File: src/rtl/sdac_pkg.sv
package sdac_pkg;

    // Bits per serial frame; the code occupies the tail of the frame.
    localparam int FRAME_LEN = 16;

    typedef enum logic [1:0] {
        FR_IDLE  = 2'd0,
        FR_SHIFT = 2'd1,
        FR_FULL  = 2'd2
    } frame_st_e;

endpackage

File: src/rtl/sdac_sync.sv
module sdac_sync #(
    parameter int               WIDTH   = 4,
    parameter logic [WIDTH-1:0] RST_VAL = '0
) (
    input  logic             clk,
    input  logic             rst,
    input  logic [WIDTH-1:0] async_i,
    output logic [WIDTH-1:0] lvl_o
);

    logic [WIDTH-1:0] meta_q;
    logic [WIDTH-1:0] lvl_q;

    always_ff @(posedge clk) begin
        if (rst) begin
            meta_q <= RST_VAL;
            lvl_q  <= RST_VAL;
        end else begin
            meta_q <= async_i;
            lvl_q  <= meta_q;
        end
    end

    assign lvl_o = lvl_q;

endmodule

File: src/rtl/sdac_framer.sv
module sdac_framer
    import sdac_pkg::*;
#(
    parameter int FRAME_BITS = FRAME_LEN,
    parameter int RES_BITS   = 12
) (
    input  logic                clk,
    input  logic                rst,
    input  logic                fs_lvl,
    input  logic                fs_fall,
    input  logic                sclk_fall,
    input  logic                sdi_lvl,
    output logic                busy_o,
    output logic                done_o,
    output logic [RES_BITS-1:0] fresh_code_o,
    output logic [RES_BITS-1:0] latched_code_o
);

    localparam int              CNT_W = $clog2(FRAME_BITS);
    localparam logic [CNT_W-1:0] LAST = CNT_W'(FRAME_BITS - 1);

    frame_st_e           st_q, st_d;
    logic [CNT_W-1:0]    cnt_q;
    logic [RES_BITS-2:0] sh_q;
    logic [RES_BITS-1:0] lat_q;
    logic                take;
    logic [RES_BITS-1:0] shifted;

    // State register
    always_ff @(posedge clk) begin
        if (rst) st_q <= FR_IDLE;
        else     st_q <= st_d;
    end

    // Next state
    always_comb begin
        st_d = st_q;
        unique case (st_q)
            FR_IDLE:  if (fs_fall) st_d = FR_SHIFT;
            FR_SHIFT: begin
                if (fs_lvl)                          st_d = FR_IDLE;
                else if (sclk_fall && cnt_q == LAST) st_d = FR_FULL;
            end
            FR_FULL:  if (fs_lvl) st_d = FR_IDLE;
            default:  st_d = FR_IDLE;
        endcase
    end

    assign take    = (st_q == FR_SHIFT) && !fs_lvl && sclk_fall;
    assign shifted = {sh_q, sdi_lvl};

    // Outputs and datapath
    always_ff @(posedge clk) begin
        if (rst) begin
            cnt_q <= '0;
            sh_q  <= '0;
            lat_q <= '0;
        end else begin
            if (st_q == FR_IDLE) cnt_q <= '0;
            if (take) begin
                sh_q  <= shifted[RES_BITS-2:0];
                cnt_q <= cnt_q + 1'b1;
                if (cnt_q == LAST) lat_q <= shifted;
            end
        end
    end

    assign busy_o         = (st_q == FR_SHIFT);
    assign done_o         = take && (cnt_q == LAST);
    assign fresh_code_o   = shifted;
    assign latched_code_o = lat_q;


    extra_edge_chk: assert property (@(posedge clk) disable iff (rst)
        (st_q == FR_FULL) |=> $stable(lat_q));


    abort_keep_chk: assert property (@(posedge clk) disable iff (rst)
        (st_q == FR_SHIFT && fs_lvl) |=> (st_q == FR_IDLE && $stable(lat_q)));


    one_done_chk: assert property (@(posedge clk) disable iff (rst)
        done_o |=> !done_o);

endmodule

File: src/rtl/sdac_loader.sv
module sdac_loader #(
    parameter int RES_BITS = 12
) (
    input  logic                clk,
    input  logic                rst,
    input  logic                ld_lvl,
    input  logic                ld_fall,
    input  logic                busy,
    input  logic                done,
    input  logic [RES_BITS-1:0] fresh_code,
    input  logic [RES_BITS-1:0] latched_code,
    output logic [RES_BITS-1:0] hold_o,
    output logic                upd_o
);

    logic [RES_BITS-1:0] hold_q, hold_d;
    logic                upd_q, upd_d;

    always_comb begin
        hold_d = hold_q;
        upd_d  = 1'b0;
        if (done && !ld_lvl) begin
            hold_d = fresh_code;
            upd_d  = 1'b1;
        end else if (ld_fall && !busy) begin
            hold_d = latched_code;
            upd_d  = 1'b1;
        end
    end

    always_ff @(posedge clk) begin
        if (rst) begin
            hold_q <= '0;
            upd_q  <= 1'b0;
        end else begin
            hold_q <= hold_d;
            upd_q  <= upd_d;
        end
    end

    assign hold_o = hold_q;
    assign upd_o  = upd_q;


    idle_strobe_chk: assert property (@(posedge clk) disable iff (rst)
        (ld_fall && !busy) |=> (upd_q && hold_q == $past(latched_code)));


    held_low_chk: assert property (@(posedge clk) disable iff (rst)
        (done && !ld_lvl) |=> (upd_q && hold_q == $past(fresh_code)));


    busy_fall_chk: assert property (@(posedge clk) disable iff (rst)
        (busy && !done && ld_fall) |=> !upd_q);


    released_chk: assert property (@(posedge clk) disable iff (rst)
        (done && ld_lvl) |=> !upd_q);


    reset_zero_chk: assert property (@(posedge clk) disable iff (rst)
        $past(rst) |-> (hold_q == '0 && !upd_q));

endmodule

File: src/rtl/sdac_dual_port.sv
module sdac_dual_port
    import sdac_pkg::*;
#(
    parameter int NUM_CH   = 2,
    parameter int RES_BITS = 12
) (
    input  logic                       clk,
    input  logic                       rst,
    input  logic [NUM_CH-1:0]          fs_n_i,
    input  logic [NUM_CH-1:0]          sclk_i,
    input  logic [NUM_CH-1:0]          sdi_i,
    input  logic [NUM_CH-1:0]          ld_n_i,
    output logic [NUM_CH*RES_BITS-1:0] code_o,
    output logic [NUM_CH-1:0]          upd_o
);

    // Sync vector layout: {frame sync, serial clock, data, load strobe}
    localparam logic [3:0] SYNC_RST = 4'b1101;

    for (genvar c = 0; c < NUM_CH; c++) begin : g_ch
        logic [3:0]          lvl;
        logic [2:0]          prev_q;
        logic                fs_fall, sclk_fall, ld_fall;
        logic                busy, done;
        logic [RES_BITS-1:0] fresh, latched;

        sdac_sync #(.WIDTH(4), .RST_VAL(SYNC_RST)) u_sync (
            .clk     (clk),
            .rst     (rst),
            .async_i ({fs_n_i[c], sclk_i[c], sdi_i[c], ld_n_i[c]}),
            .lvl_o   (lvl)
        );

        always_ff @(posedge clk) begin
            if (rst) prev_q <= 3'b111;
            else     prev_q <= {lvl[3], lvl[2], lvl[0]};
        end

        assign fs_fall   = prev_q[2] && !lvl[3];
        assign sclk_fall = prev_q[1] && !lvl[2];
        assign ld_fall   = prev_q[0] && !lvl[0];

        sdac_framer #(.FRAME_BITS(FRAME_LEN), .RES_BITS(RES_BITS)) u_framer (
            .clk            (clk),
            .rst            (rst),
            .fs_lvl         (lvl[3]),
            .fs_fall        (fs_fall),
            .sclk_fall      (sclk_fall),
            .sdi_lvl        (lvl[1]),
            .busy_o         (busy),
            .done_o         (done),
            .fresh_code_o   (fresh),
            .latched_code_o (latched)
        );

        sdac_loader #(.RES_BITS(RES_BITS)) u_loader (
            .clk          (clk),
            .rst          (rst),
            .ld_lvl       (lvl[0]),
            .ld_fall      (ld_fall),
            .busy         (busy),
            .done         (done),
            .fresh_code   (fresh),
            .latched_code (latched),
            .hold_o       (code_o[c*RES_BITS +: RES_BITS]),
            .upd_o        (upd_o[c])
        );
    end

endmodule

File: config.mk
export PLATFORM = sky130hd
export DESIGN_NAME = sdac_dual_port
export DESIGN_NICKNAME = d
export VERILOG_FILES = /design/src/rtl/sdac_pkg.sv /design/src/rtl/sdac_sync.sv /design/src/rtl/sdac_framer.sv /design/src/rtl/sdac_loader.sv /design/src/rtl/sdac_dual_port.sv
export SDC_FILE = /design/constraint.sdc
export NUM_CORES = 1
export LEC_CHECK = 0
export BUFFER_PORTS_ARGS = -buffer_cell sky130_fd_sc_hd__buf_2
export CAP_MARGIN = 15
export CORE_MARGIN = 1.5
export CORE_UTILIZATION = 58
export DETAILED_ROUTE_END_ITERATION = 12
export MAX_ROUTING_LAYER = met4
export PLACE_DENSITY = 0.78
export SETUP_SLACK_MARGIN = 0.3
export SLEW_MARGIN = 40
export SYNTH_ARGS = -nofsm -noshare
export SYNTH_HDL_FRONTEND = slang
export SYNTH_SLANG_ARGS = --single-unit
File: constraint.sdc
create_clock -name clk -period 2.23 [get_ports clk]
set_input_delay 0.1115 -clock clk [delete_from_list [all_inputs] [get_ports clk]]
set_output_delay 0.1115 -clock clk [all_outputs]
set_load 0.01 [all_outputs]
==> results of run 1 <==
-- cell families after synthesis --
logic type,Yosys count,share of synthesized area (%)
AOI/OAI and AO/OA,113,16.7
adders and majority gates,2,0.632
buffers and inverters,34,4.08
DFF,106,53.6
and+or+nand+nor,206,25.0
-- layer usage --
metal,vias to the layer above,track usage (%)
met4,0,10.6
met5,-,-
met1,1479,28.6
li1,1636,-
met3,9,4.91
met2,58,38.4
-- path summary, 6_finish.rpt --
kind / slack (ps) / endpoint / startpoint / depth (start not counted)
worst max-delay path: 490 / g_ch[0].u_loader.hold_o[5] / g_ch[0].u_framer.cnt_q[0] / 6
worst min-delay path: 410 / g_ch[0].u_sync.lvl_o[0] / g_ch[0].u_sync.meta_q[0] / 1
worst max register to register: 490 / g_ch[0].u_loader.hold_o[5] / g_ch[0].u_framer.cnt_q[0] / 6
worst min register to register: 410 / g_ch[0].u_sync.lvl_o[0] / g_ch[0].u_sync.meta_q[0] / 1
-- metrics by stage --
| stage | instance area (um^2) | total power, uW | worst slack, ps |
|---|---|---|---|
| 2_1_floorplan | 3960 | 2020 | 608 |
| 3_5_place_dp | 4160 | 2040 | 463 |
| 6_report | 4420 | 3060 | 487 |
| 4_1_cts | 4420 | 3090 | 466 |
| 5_1_grt | 4420 | 3170 | 365 |
| 3_3_place_gp | 4160 | 2040 | 599 |
-- layout make-up --
cell class              instances  area, um^2  area share, %
multi-input cells             321        1670           37.9
clock inverters                 4        28.8          0.651
clock buffers                  11         141           3.20
well taps                      77        96.3           2.18
inverters                       3        11.3          0.255
repair buffers                 55         348           7.87
flip-flops and latches        106        2120           48.0
-- power by group through the flow --
stage | clock, uW | combinational, uW | sequential (uW)
3_5_place_dp | 0 | 82.2 | 1960
3_3_place_gp | 0 | 81.0 | 1960
6_report | 1040 | 94.7 | 1920
4_1_cts | 1080 | 94.2 | 1920
5_1_grt | 1150 | 105 | 1920
2_1_floorplan | 0 | 64.2 | 1960
-- cells in the final DEF, fill, tap and decap left out, types with 9 or more instances in the layout --
cell	instances
a21oi_1	81
nand3_1	18
dfxtp_1	106
dlygate4sd3_1	9
clkbuf_8	10
nand2_1	99
o32ai_1	10
buf_2	35
nor2_1	25
or2_2	18
a22oi_1	14
nand2b_1	12
buf_4	11
-- flip-flops by register name (all words and copies together) (netlist names) --
signal,count
g_ch.prev_q,6
g_ch.u_framer.cnt_q,8
g_ch.u_framer.latched_code_o,24
g_ch.u_framer.sh_q,22
g_ch.u_framer.st_q,4
g_ch.u_loader.hold_o,24
g_ch.u_loader.upd_o,2
g_ch.u_sync.lvl_o,8
g_ch.u_sync.meta_q,8
-- critical path, cell delays in order (launching register included) --
cell and delay [ps]:
dfxtp_1 380, ha_1 230, nand3_1 200, nor4_4 260, buf_4 240, a21oi_1 60
o32ai_1 290
==> results.ini, run 1 <==
[routing]
totalWireLength_um=7680
drc=3
wl_met1_um=3540
met2WireLength_um=3760
ant_nets=0
first_iter_violations=179
vias=3182
avgViaCountPerCell=5.51
routed-wl-met3_um=253
avgRoutedWirePerCell_um=13.3
top_layer=met4
dr.pass1.iters=8

[clocking]
cts-resized-gates=0
numCtsBuffers=9
clock_sinks=106
root_buffer=clkbuf_8
cts_setup_buffers=0
clk_pin_slew_worst_paths_ps=90
worstSkewPairLatency_ps=370
cts_tree=done
cts_max_path_buffers=2
hold_buffers=9
htree_levels=3

[timing]
rsz0062_at_grt=false
hold_viol_final=0
finalSetupViolations=0
hold_ws_ps=413
fin_setup_tns_ps=0
skew_ps=12.2
max_freq_ghz=0.574
slew_viol_final=0
min_period_ps=1740
relSlewSlack_pct=65.2
tightest_slew_ps=522
fin_crit_sh_pct=78.2

[critical_path]
end_kind=register
startpoint_type=register
crit_arrival_ps=2010
crit_type=reg -> reg
required_ps=2490
worst-path-max-fanout=12

[synthesis]
synth.avg_cell_area_um2=8.58
netlist_area_mm2=0.00396
synth_cell_types=34
synth-seq-area-share_pct=53.6
ys_top_cells_by_count=106 x dfxtp_1, 99 x nand2_1, 81 x a21oi_1, 25 x nor2_1, 20 x clkbuf_1
synthArstFlopShare_pct=0
ys_top_cells_by_area=dfxtp_1 54%, a21oi_1 10%, nand2_1 9.4%
synth.top_cell.area_share_pct=53.6
synth_top_area_cell=dfxtp_1
synth_edf_count=0
synth_most_common_cell=dfxtp_1
syn_nets=473
yosysWarnings=0
netlist_instances=461
postSynthRegisterBits=106
ys.flop_type=dfxtp_1

[final_layout]
area_delta_synth_final_pct=11.7
drive_gt1_share_pct=16.6
nNetsFinal=508
fin_cells=577
insertedDiodeCount=0
fillerInstances=543
post-route-util_pct=68.5

[flow_run]
maxCapViolations=0

[min_path]
hold_path_class=reg -> reg

[die]
die_y_um=85.6
die_w_um=85.6
row_count=29
design.die.area_mm2=0.00733
io_pins=36
coreArea_mm2=0.00646
initial_core_util_pct=61.3

[global_routing]
grt_usage_pct=23.7
antenna_found_initial=0
grt_pass1_wl_um=13400
grt_max_degree=60
grt_overflow=0
grt_pass1_vias=2994

[power]
p_sw_share_pct=22.2
internal_power_uw=2380
vdd_drop_max_uv=408
p_per_area_mw_per_mm2=691
p_switching_uw=677
clkPwrFrac_pct=34.1
p_seq_share_pct=62.8
leakagePower_uw=0.00160
power_frac_comb_pct=3.1

[status]
status=complete, but fails checks
violations=design-rule violations

[placed_design]
gp_congestion=0.791
placed_cells=553
port_buffers=35
dp_hpwl_um=4940

Power figures use the tool's default switching activity.
==> inputs of run 2 (changes only) <==
ABC_AREA = 1   (was not set)
CORE_UTILIZATION = 53   (was 58)
PLACE_DENSITY = 0.75   (was 0.78)
clock period = 1.52 ns   (was 2.23 ns; I/O delays follow)
==> run 2 against run 1 <==
The run now ends clean. Combinational power grew 120%. Cell count increased by 25%. Clock skew is 1.6 ps higher. Synthesized area up 4.2%. Critical path depth rose by 3.
==> results.ini, run 2 <==
[status]
status=completed

[die]
design.die.area_mm2=0.00832  ; +14%
coreArea_mm2=0.00741  ; +15%
initial_core_util_pct=55.7  ; -5.6 points
die_w_um=91.2  ; +6.5%
die_y_um=91.2  ; +6.5%
row_count=31  ; +6.9%
io_pins=36  ; unchanged

[final_layout]
finalInstanceArea_mm2=0.00550  ; +24%
multi_input_area_mm2=0.00195  ; +16%
post-route-util_pct=74.2  ; +5.8 points
nNetsFinal=629  ; +24%
fillerInstances=526  ; -3.1%
layout.cells.most_common=dfxtp_1
regArea_mm2=0.00214  ; +0.94%
area_delta_synth_final_pct=33.3
drive_gt1_share_pct=32.5  ; +16 points
layout_common_cells=98 x dfxtp_1, 78 x nor2_1, 68 x nand2_1, 52 x inv_1, 35 x buf_2
insertedDiodeCount=0  ; unchanged

[timing]
fin_crit_sh_pct=97.4  ; +19 points
fin_setup_tns_ps=0  ; unchanged
hold_viol_final=0  ; unchanged
max_freq_ghz=0.675  ; +18%
relSlewSlack_pct=71.3  ; +6.1 points
finalSetupViolations=0  ; unchanged
skew_ps=13.8  ; +1.64 ps
slew_viol_final=0  ; unchanged
tightest_slew_ps=430  ; -92.1 ps
rsz0062_at_grt=true
min_period_ps=1480  ; -262 ps
hold_ws_ps=160  ; -253 ps

[placed_design]
port_buffers=35  ; unchanged
place_area_mm2=0.00454  ; +9.0%
dp_hpwl_um=5320  ; +7.8%
gp_congestion=0.792  ; +0.13%

[synthesis]
ys_top_cells_by_area=dfxtp_1 51%, nand2_1 7.6%, nor2_1 7.6%
syn_nets=543  ; +15%
synth_edf_count=0  ; unchanged
synth_most_common_cell=dfxtp_1
yosysWarnings=0  ; unchanged
postSynthRegisterBits=106  ; unchanged
synth_top_area_cell=dfxtp_1
netlist_area_mm2=0.00412  ; +4.2%
synth.avg_cell_area_um2=7.77  ; -9.5%
synth-seq-area-share_pct=51.5  ; -2.2 points
netlist_instances=531  ; +15%
ys_top_cells_by_count=106 x dfxtp_1, 84 x nand2_1, 83 x nor2_1, 56 x inv_1, 43 x a21oi_1
synth_cell_types=23  ; -32%
synthArstFlopShare_pct=0  ; unchanged
ys.flop_type=dfxtp_1
synth.top_cell.area_share_pct=51.5  ; -2.2 points

[global_routing]
grt_max_degree=29  ; -52%
antenna_found_initial=0  ; unchanged
grt_usage_pct=23.9  ; +0.14 points
grt_pass1_wl_um=15600  ; +17%
grt_pass1_vias=3438  ; +15%
grt_overflow=0  ; unchanged

[power]
p_per_area_mw_per_mm2=860  ; +24%
vdd_drop_max_uv=710  ; +74%
internal_power_uw=3640  ; +53%
leakagePower_uw=0.00236  ; +47%
clkPwrFrac_pct=36.2  ; +2.1 points
power_frac_comb_pct=4.4  ; +1.3 points
p_switching_uw=1090  ; +61%
p_sw_share_pct=23.0  ; +0.83 points
p_seq_share_pct=59.4  ; -3.4 points
p_total_uw=4730  ; +55%

[routing]
top_layer=met4
first_iter_violations=223  ; +25%
dr.pass1.iters=5  ; -3
vias=3783  ; +19%
wl_met1_um=4400  ; +24%
met2WireLength_um=4850  ; +29%
avgViaCountPerCell=5.25  ; -4.9%
drc=0  ; -3
ant_nets=0  ; unchanged
routed-wl-met3_um=561  ; +120%
avgRoutedWirePerCell_um=13.9  ; +4.4%
totalWireLength_um=10000  ; +30%

[critical_path]
end_kind=register
required_ps=1790  ; -700 ps
worst-path-max-fanout=7  ; -5
crit_type=reg -> reg
worstRegToRegCells=9  ; +3
startpoint_type=register
crit_arrival_ps=1760  ; -250 ps

[clocking]
root_buffer=clkbuf_8
clk_pin_slew_worst_paths_ps=90  ; about the same
cts_max_path_buffers=2  ; unchanged
worstSkewPairLatency_ps=370  ; about the same
cts_tree=done
htree_levels=3  ; unchanged
numCtsBuffers=9  ; unchanged
clock_sinks=106  ; unchanged

[min_path]
hold_path_class=in -> reg
whs_path_depth=3  ; +2

[flow_run]
maxCapViolations=0  ; unchanged

[run 2: cell count changes after synthesis, moves of 10 or more]
cell	delta
a22oi_1	-14
nor2_1	+58
nand3_1	+14
o32ai_1	-10
inv_1	+53
a21oi_1	-38
nand2_1	-15
nand4_1	+17
nand2b_1	-12
o21ai_0	+40
[run 2: kinds of logic (layout without fill, tap and decap cells)]
group | after synthesis | after routing | share of synthesized area (%)
AND/OR/NAND/NOR | 243 | 246 | 27.2
flip-flops | 106 | 106 | 51.5
adder cells (fa/ha/maj) | 2 | 2 | 0.607
buffers and inverters | 87 | 175 | 9.25
AO/OA/AOI/OAI | 93 | 93 | 11.5
[run 2: per-stage QoR]
stage / std cells / worst slack, ps
5_1_grt: 721 / -17.1
3_5_place_dp: 658 / -28.6
6_report: 721 / 39.2
3_3_place_gp: 658 / 32.8
2_1_floorplan: 531 / 167
4_1_cts: 705 / 124
[run 2: layout make-up]
type                       instances  area share [%]
timing repair buffer             101            15.8
multi-input combinational        341            35.4
clock buffer                      12            2.46
tap                               99            2.25
sequential                       106            39.0
clock inverter                     4           0.933
inverter                          58            4.14
[run 2: worst paths after layout]
| check | end | slack [ps] | from |
|---|---|---|---|
| max | g_ch[0].u_loader.hold_o[2] | 40 | g_ch[0].u_framer.cnt_q[0] |
| min | g_ch[0].u_framer.st_q[1] | 160 | rst |
| max reg2reg | g_ch[0].u_loader.hold_o[2] | 40 | g_ch[0].u_framer.cnt_q[0] |
| min reg2reg | g_ch[1].u_sync.lvl_o[1] | 410 | g_ch[1].u_sync.meta_q[1] |
[run 2: power by group through the flow]
| stage | Clock, uW | Sequential, uW | Combinational (uW) |
|---|---|---|---|
| after floorplan | 0 | 2880 | 117 |
| after global placement | 0 | 2880 | 157 |
| after global routing | 1850 | 2810 | 227 |
| final | 1710 | 2810 | 207 |
| after detailed placement | 0 | 2880 | 159 |
| after CTS | 1720 | 2810 | 187 |
[run 2: timing repair]
item                                   in CTS  in global routing
endpoints found under the hold margin       8                  0
setup endpoints to repair                  77                 83
pin swaps                                   9                 26
hold buffers                                8                  0
resized for setup                          50                 54
gates cloned                                5                  3
buffers inserted                           18                 13
[run 2: routing by layer]
| layer | track usage (%) | vias to the layer above |
|---|---|---|
| li1 | - | 1876 |
| met2 | 37.5 | 128 |
| met4 | 10.7 | 0 |
| met1 | 29.9 | 1757 |
| met5 | - | - |
| met3 | 4.36 | 22 |
[run 2: critical path: stages, from the launching register on]
cell     delay, ps
dfxtp_4        370
ha_4           140
nand3_4         80
nor2_4         190
buf_12         140
nand2_8         70
o21ai_2        210
inv_1           80
nand2_1         60
nand2_1         50
==> inputs of run 3 (changes only) <==
CORE_UTILIZATION = 54   (was 53)
SYNTH_HIERARCHICAL = 1   (was not set)
==> run 3 against run 2 <==
The flow now finishes with violations (negative setup slack). Setup slack worse by 46 ps. Synthesized area is 21% higher. Clock skew is 4.7 ps lower. Via count is 18% higher. Largest power group unchanged.
==> results.ini, run 3 <==
[clocking]
worstSkewPairLatency_ps=370  ; about the same
numCtsBuffers=9  ; unchanged
cts_max_path_buffers=2  ; unchanged
htree_levels=3  ; unchanged
clock_sinks=106  ; unchanged
cts_tree=done
clk_pin_slew_worst_paths_ps=100  ; about the same
root_buffer=clkbuf_8

[critical_path]
worstRegToRegCells=9  ; unchanged
end_kind=register
slowest_stage=dfxtp_4
critPathTopFamily=flip-flops
startpoint=g_ch[0].u_framer/cnt_q[0]
regToRegSetupSlack_ps=-6  ; -50 ps
crit_arrival_ps=1820  ; +60 ps
path_cells=ha_4 > nand4_4 > clkinv_4 > nand2_8 > clkinv_8 > nand2_8 > buf_12 > nand3_4 > a21oi_2
startpoint_type=register
cpMostUsedCell=nand2_8
crit_type=reg -> reg
worst-path-max-fanout=7  ; unchanged
critical_path_buf_inv_count=3  ; +1
required_ps=1810  ; +20 ps
reg2reg_from=g_ch[0].u_framer/cnt_q[0]
slowest_delay_ps=380  ; about the same
r2r_end=g_ch[0].u_loader/hold_o[7]

[status]
status=complete, but fails checks
violations=negative setup slack

[min_path]
whs_path_depth=2  ; -1
hold_path_class=reg -> reg
min-delay-start=g_ch[0].u_sync/meta_q[1]
whs_endpoint=g_ch[0].u_sync/lvl_o[1]

[final_layout]
fillerInstances=607  ; +15%
regArea_mm2=0.00215  ; +0.23%
drive_gt1_share_pct=36.8  ; +4.3 points
area_delta_synth_final_pct=28.3
post-route-util_pct=72.4  ; -1.9 points
finalInstanceArea_mm2=0.00640  ; +16%
insertedDiodeCount=0  ; unchanged
layout_common_cells=108 x inv_1, 94 x dfxtp_1, 80 x nor2_1, 65 x nand2_1, 50 x nand3_1
nNetsFinal=730  ; +16%
layout.cells.most_common=inv_1
multi_input_area_mm2=0.00256  ; +32%

[synthesis]
synth.top_cell.area_share_pct=42.5  ; -8.9 points
synth_cell_types=25  ; +8.7%
postSynthRegisterBits=106  ; unchanged
synth_top_area_cell=dfxtp_1
yosysWarnings=6  ; +6
ys.flop_type=dfxtp_1
synthArstFlopShare_pct=0  ; unchanged
netlist_area_mm2=0.00499  ; +21%
synth_edf_count=0  ; unchanged
netlist_instances=643  ; +21%
synth.avg_cell_area_um2=7.76  ; about the same
syn_nets=655  ; +21%
ys_top_cells_by_count=114 x inv_1, 106 x dfxtp_1, 82 x nor2_1, 78 x nand2_1, 66 x nand3_1
ys_top_cells_by_area=dfxtp_1 43%, inv_1 8.6%, nand3_2 8.4%
synth-seq-area-share_pct=42.5  ; -8.9 points
synth_most_common_cell=inv_1

[die]
initial_core_util_pct=56.4  ; +0.74 points
die_y_um=99.1  ; +8.7%
row_count=34  ; +9.7%
die_w_um=99.1  ; +8.7%
design.die.area_mm2=0.00983  ; +18%
coreArea_mm2=0.00885  ; +19%
io_pins=36  ; unchanged

[power]
p_total_uw=4610  ; -2.6%
vdd_drop_max_uv=397  ; -44%
p_seq_share_pct=61.0  ; +1.6 points
power_frac_comb_pct=5.7  ; +1.3 points
p_per_area_mw_per_mm2=720  ; -16%
internal_power_uw=3490  ; -4.3%
p_sw_share_pct=24.3  ; +1.3 points
p_switching_uw=1120  ; +3.1%
clkPwrFrac_pct=33.3  ; -2.9 points
leakagePower_uw=0.00260  ; +10%

[timing]
slew_viol_final=0  ; unchanged
min_period_ps=1530  ; +45.6 ps
relSlewSlack_pct=66.9  ; -4.5 points
setup_slack_ps=-6.44  ; -45.6 ps
hold_viol_final=0  ; unchanged
max_freq_ghz=0.655  ; -3.0%
finalSetupViolations=1  ; +1
rsz0062_at_grt=true
fin_crit_sh_pct=100  ; +3.0 points
tightest_slew_ps=496  ; +66.6 ps
skew_ps=9.14  ; -4.68 ps

[routing]
drc=0  ; unchanged
avgViaCountPerCell=5.39  ; +2.8%
first_iter_violations=291  ; +30%
dr.pass1.iters=5  ; unchanged
totalWireLength_um=12700  ; +27%
ant_nets=0  ; unchanged
vias=4481  ; +18%
avgRoutedWirePerCell_um=15.3  ; +10%

[global_routing]
grt_overflow=0  ; unchanged
antenna_found_initial=0  ; unchanged
grt_pass1_vias=4002  ; +16%
grt_usage_pct=23.4  ; -0.44 points
grt_pass1_wl_um=18100  ; +16%
grt_max_degree=27  ; -6.9%

[placed_design]
dp_hpwl_um=6580  ; +24%
place_area_mm2=0.00523  ; +15%
gp_congestion=0.815  ; +2.9%
port_buffers=35  ; unchanged

[flow_run]
maxCapViolations=0  ; unchanged

-- run 3: changes by cell type in the layout (fill, tap and decap cells not counted), sizes merged, moves of 3 or more --
cell,change
clkinv,+4
nand4,-12
nor2,-3
buf,-15
or2,-10
clkbuf,+4
o21ai,-20
inv,+65
a21oi,+13
nand3,+72
-- run 3: worst max-delay path by stage --
stage,endpoint,cells past startpoint
2_1_floorplan,g_ch[0].u_loader/hold_o[10],11
3_3_place_gp,g_ch[0].u_loader/hold_o[7],9
3_5_place_dp,g_ch[0].u_loader/hold_o[10],10
4_1_cts,g_ch[1].u_loader/hold_o[6],10
5_1_grt,g_ch[0].u_loader/hold_o[7],9
6_report,g_ch[0].u_loader/hold_o[7],9
-- run 3: tightest hold or removal path, delay by kind of cell, from the launching register on --
family | cells | cell delay [ps]
AND/OR/NAND/NOR | 1 | 30
buffers and inverters | 1 | 40
flip-flops | 1 | 310
-- run 3: through the flow --
step           setup TNS [ps]  std cells  worst slack (ps)  hold WS [ps]
4_1_cts                     0        817               108           401
3_5_place_dp                0        771              54.6           258
2_1_floorplan               0        643              97.6           138
3_3_place_gp                0        771               110           255
5_1_grt                 -78.1        831             -70.4           424
6_report                -6.44        831             -6.44           406
-- run 3: layout make-up --
cell class / count / share of cell area, %
clock buffer: 12 / 2.11
timing repair buffer: 92 / 13.7
sequential: 106 / 33.5
tap: 108 / 2.11
clock inverter: 4 / 0.449
multi-input combinational: 382 / 40.1
inverter: 127 / 7.99
-- run 3: logic make-up (layout without fill, tap and decap cells) --
logic type / after synthesis / in the layout / synth area share, %
and+or+nand+nor: 290 / 294 / 30.9
buffers and inverters: 159 / 235 / 15.4
DFF: 106 / 106 / 42.5
AOI/OAI and AO/OA: 86 / 86 / 10.7
adders and majority gates: 2 / 2 / 0.501
-- run 3: power groups by stage --
stage          logic [uW]  clock network [uW]  registers, uW
6_report              261                1540           2810
3_5_place_dp          195                   0           2880
2_1_floorplan         151                   0           2880
3_3_place_gp          191                   0           2880
4_1_cts               230                1560           2810
5_1_grt               288                1670           2820
-- run 3: timing repair --
item | in CTS | in global routing
resized for setup | 42 | 103
hold buffers | 10 | 0
setup endpoints to repair | 57 | 79
gates cloned | 6 | 7
pin swaps | 25 | 35
buffers inserted | 14 | 7
hold endpoints to repair | 10 | 0
-- run 3: routing by layer --
layer / vias to the layer above / wire length (um) / GRT usage, % / part of all wire (%)
met2: 187 / 6290 / 38.0 / 50
met4: 0 / 378 / 8.34 / 3.0
met3: 43 / 799 / 3.79 / 6.3
met5: - / 0 / - / 0
met1: 2091 / 5220 / 29.9 / 41
li1: 2160 / - / - / -
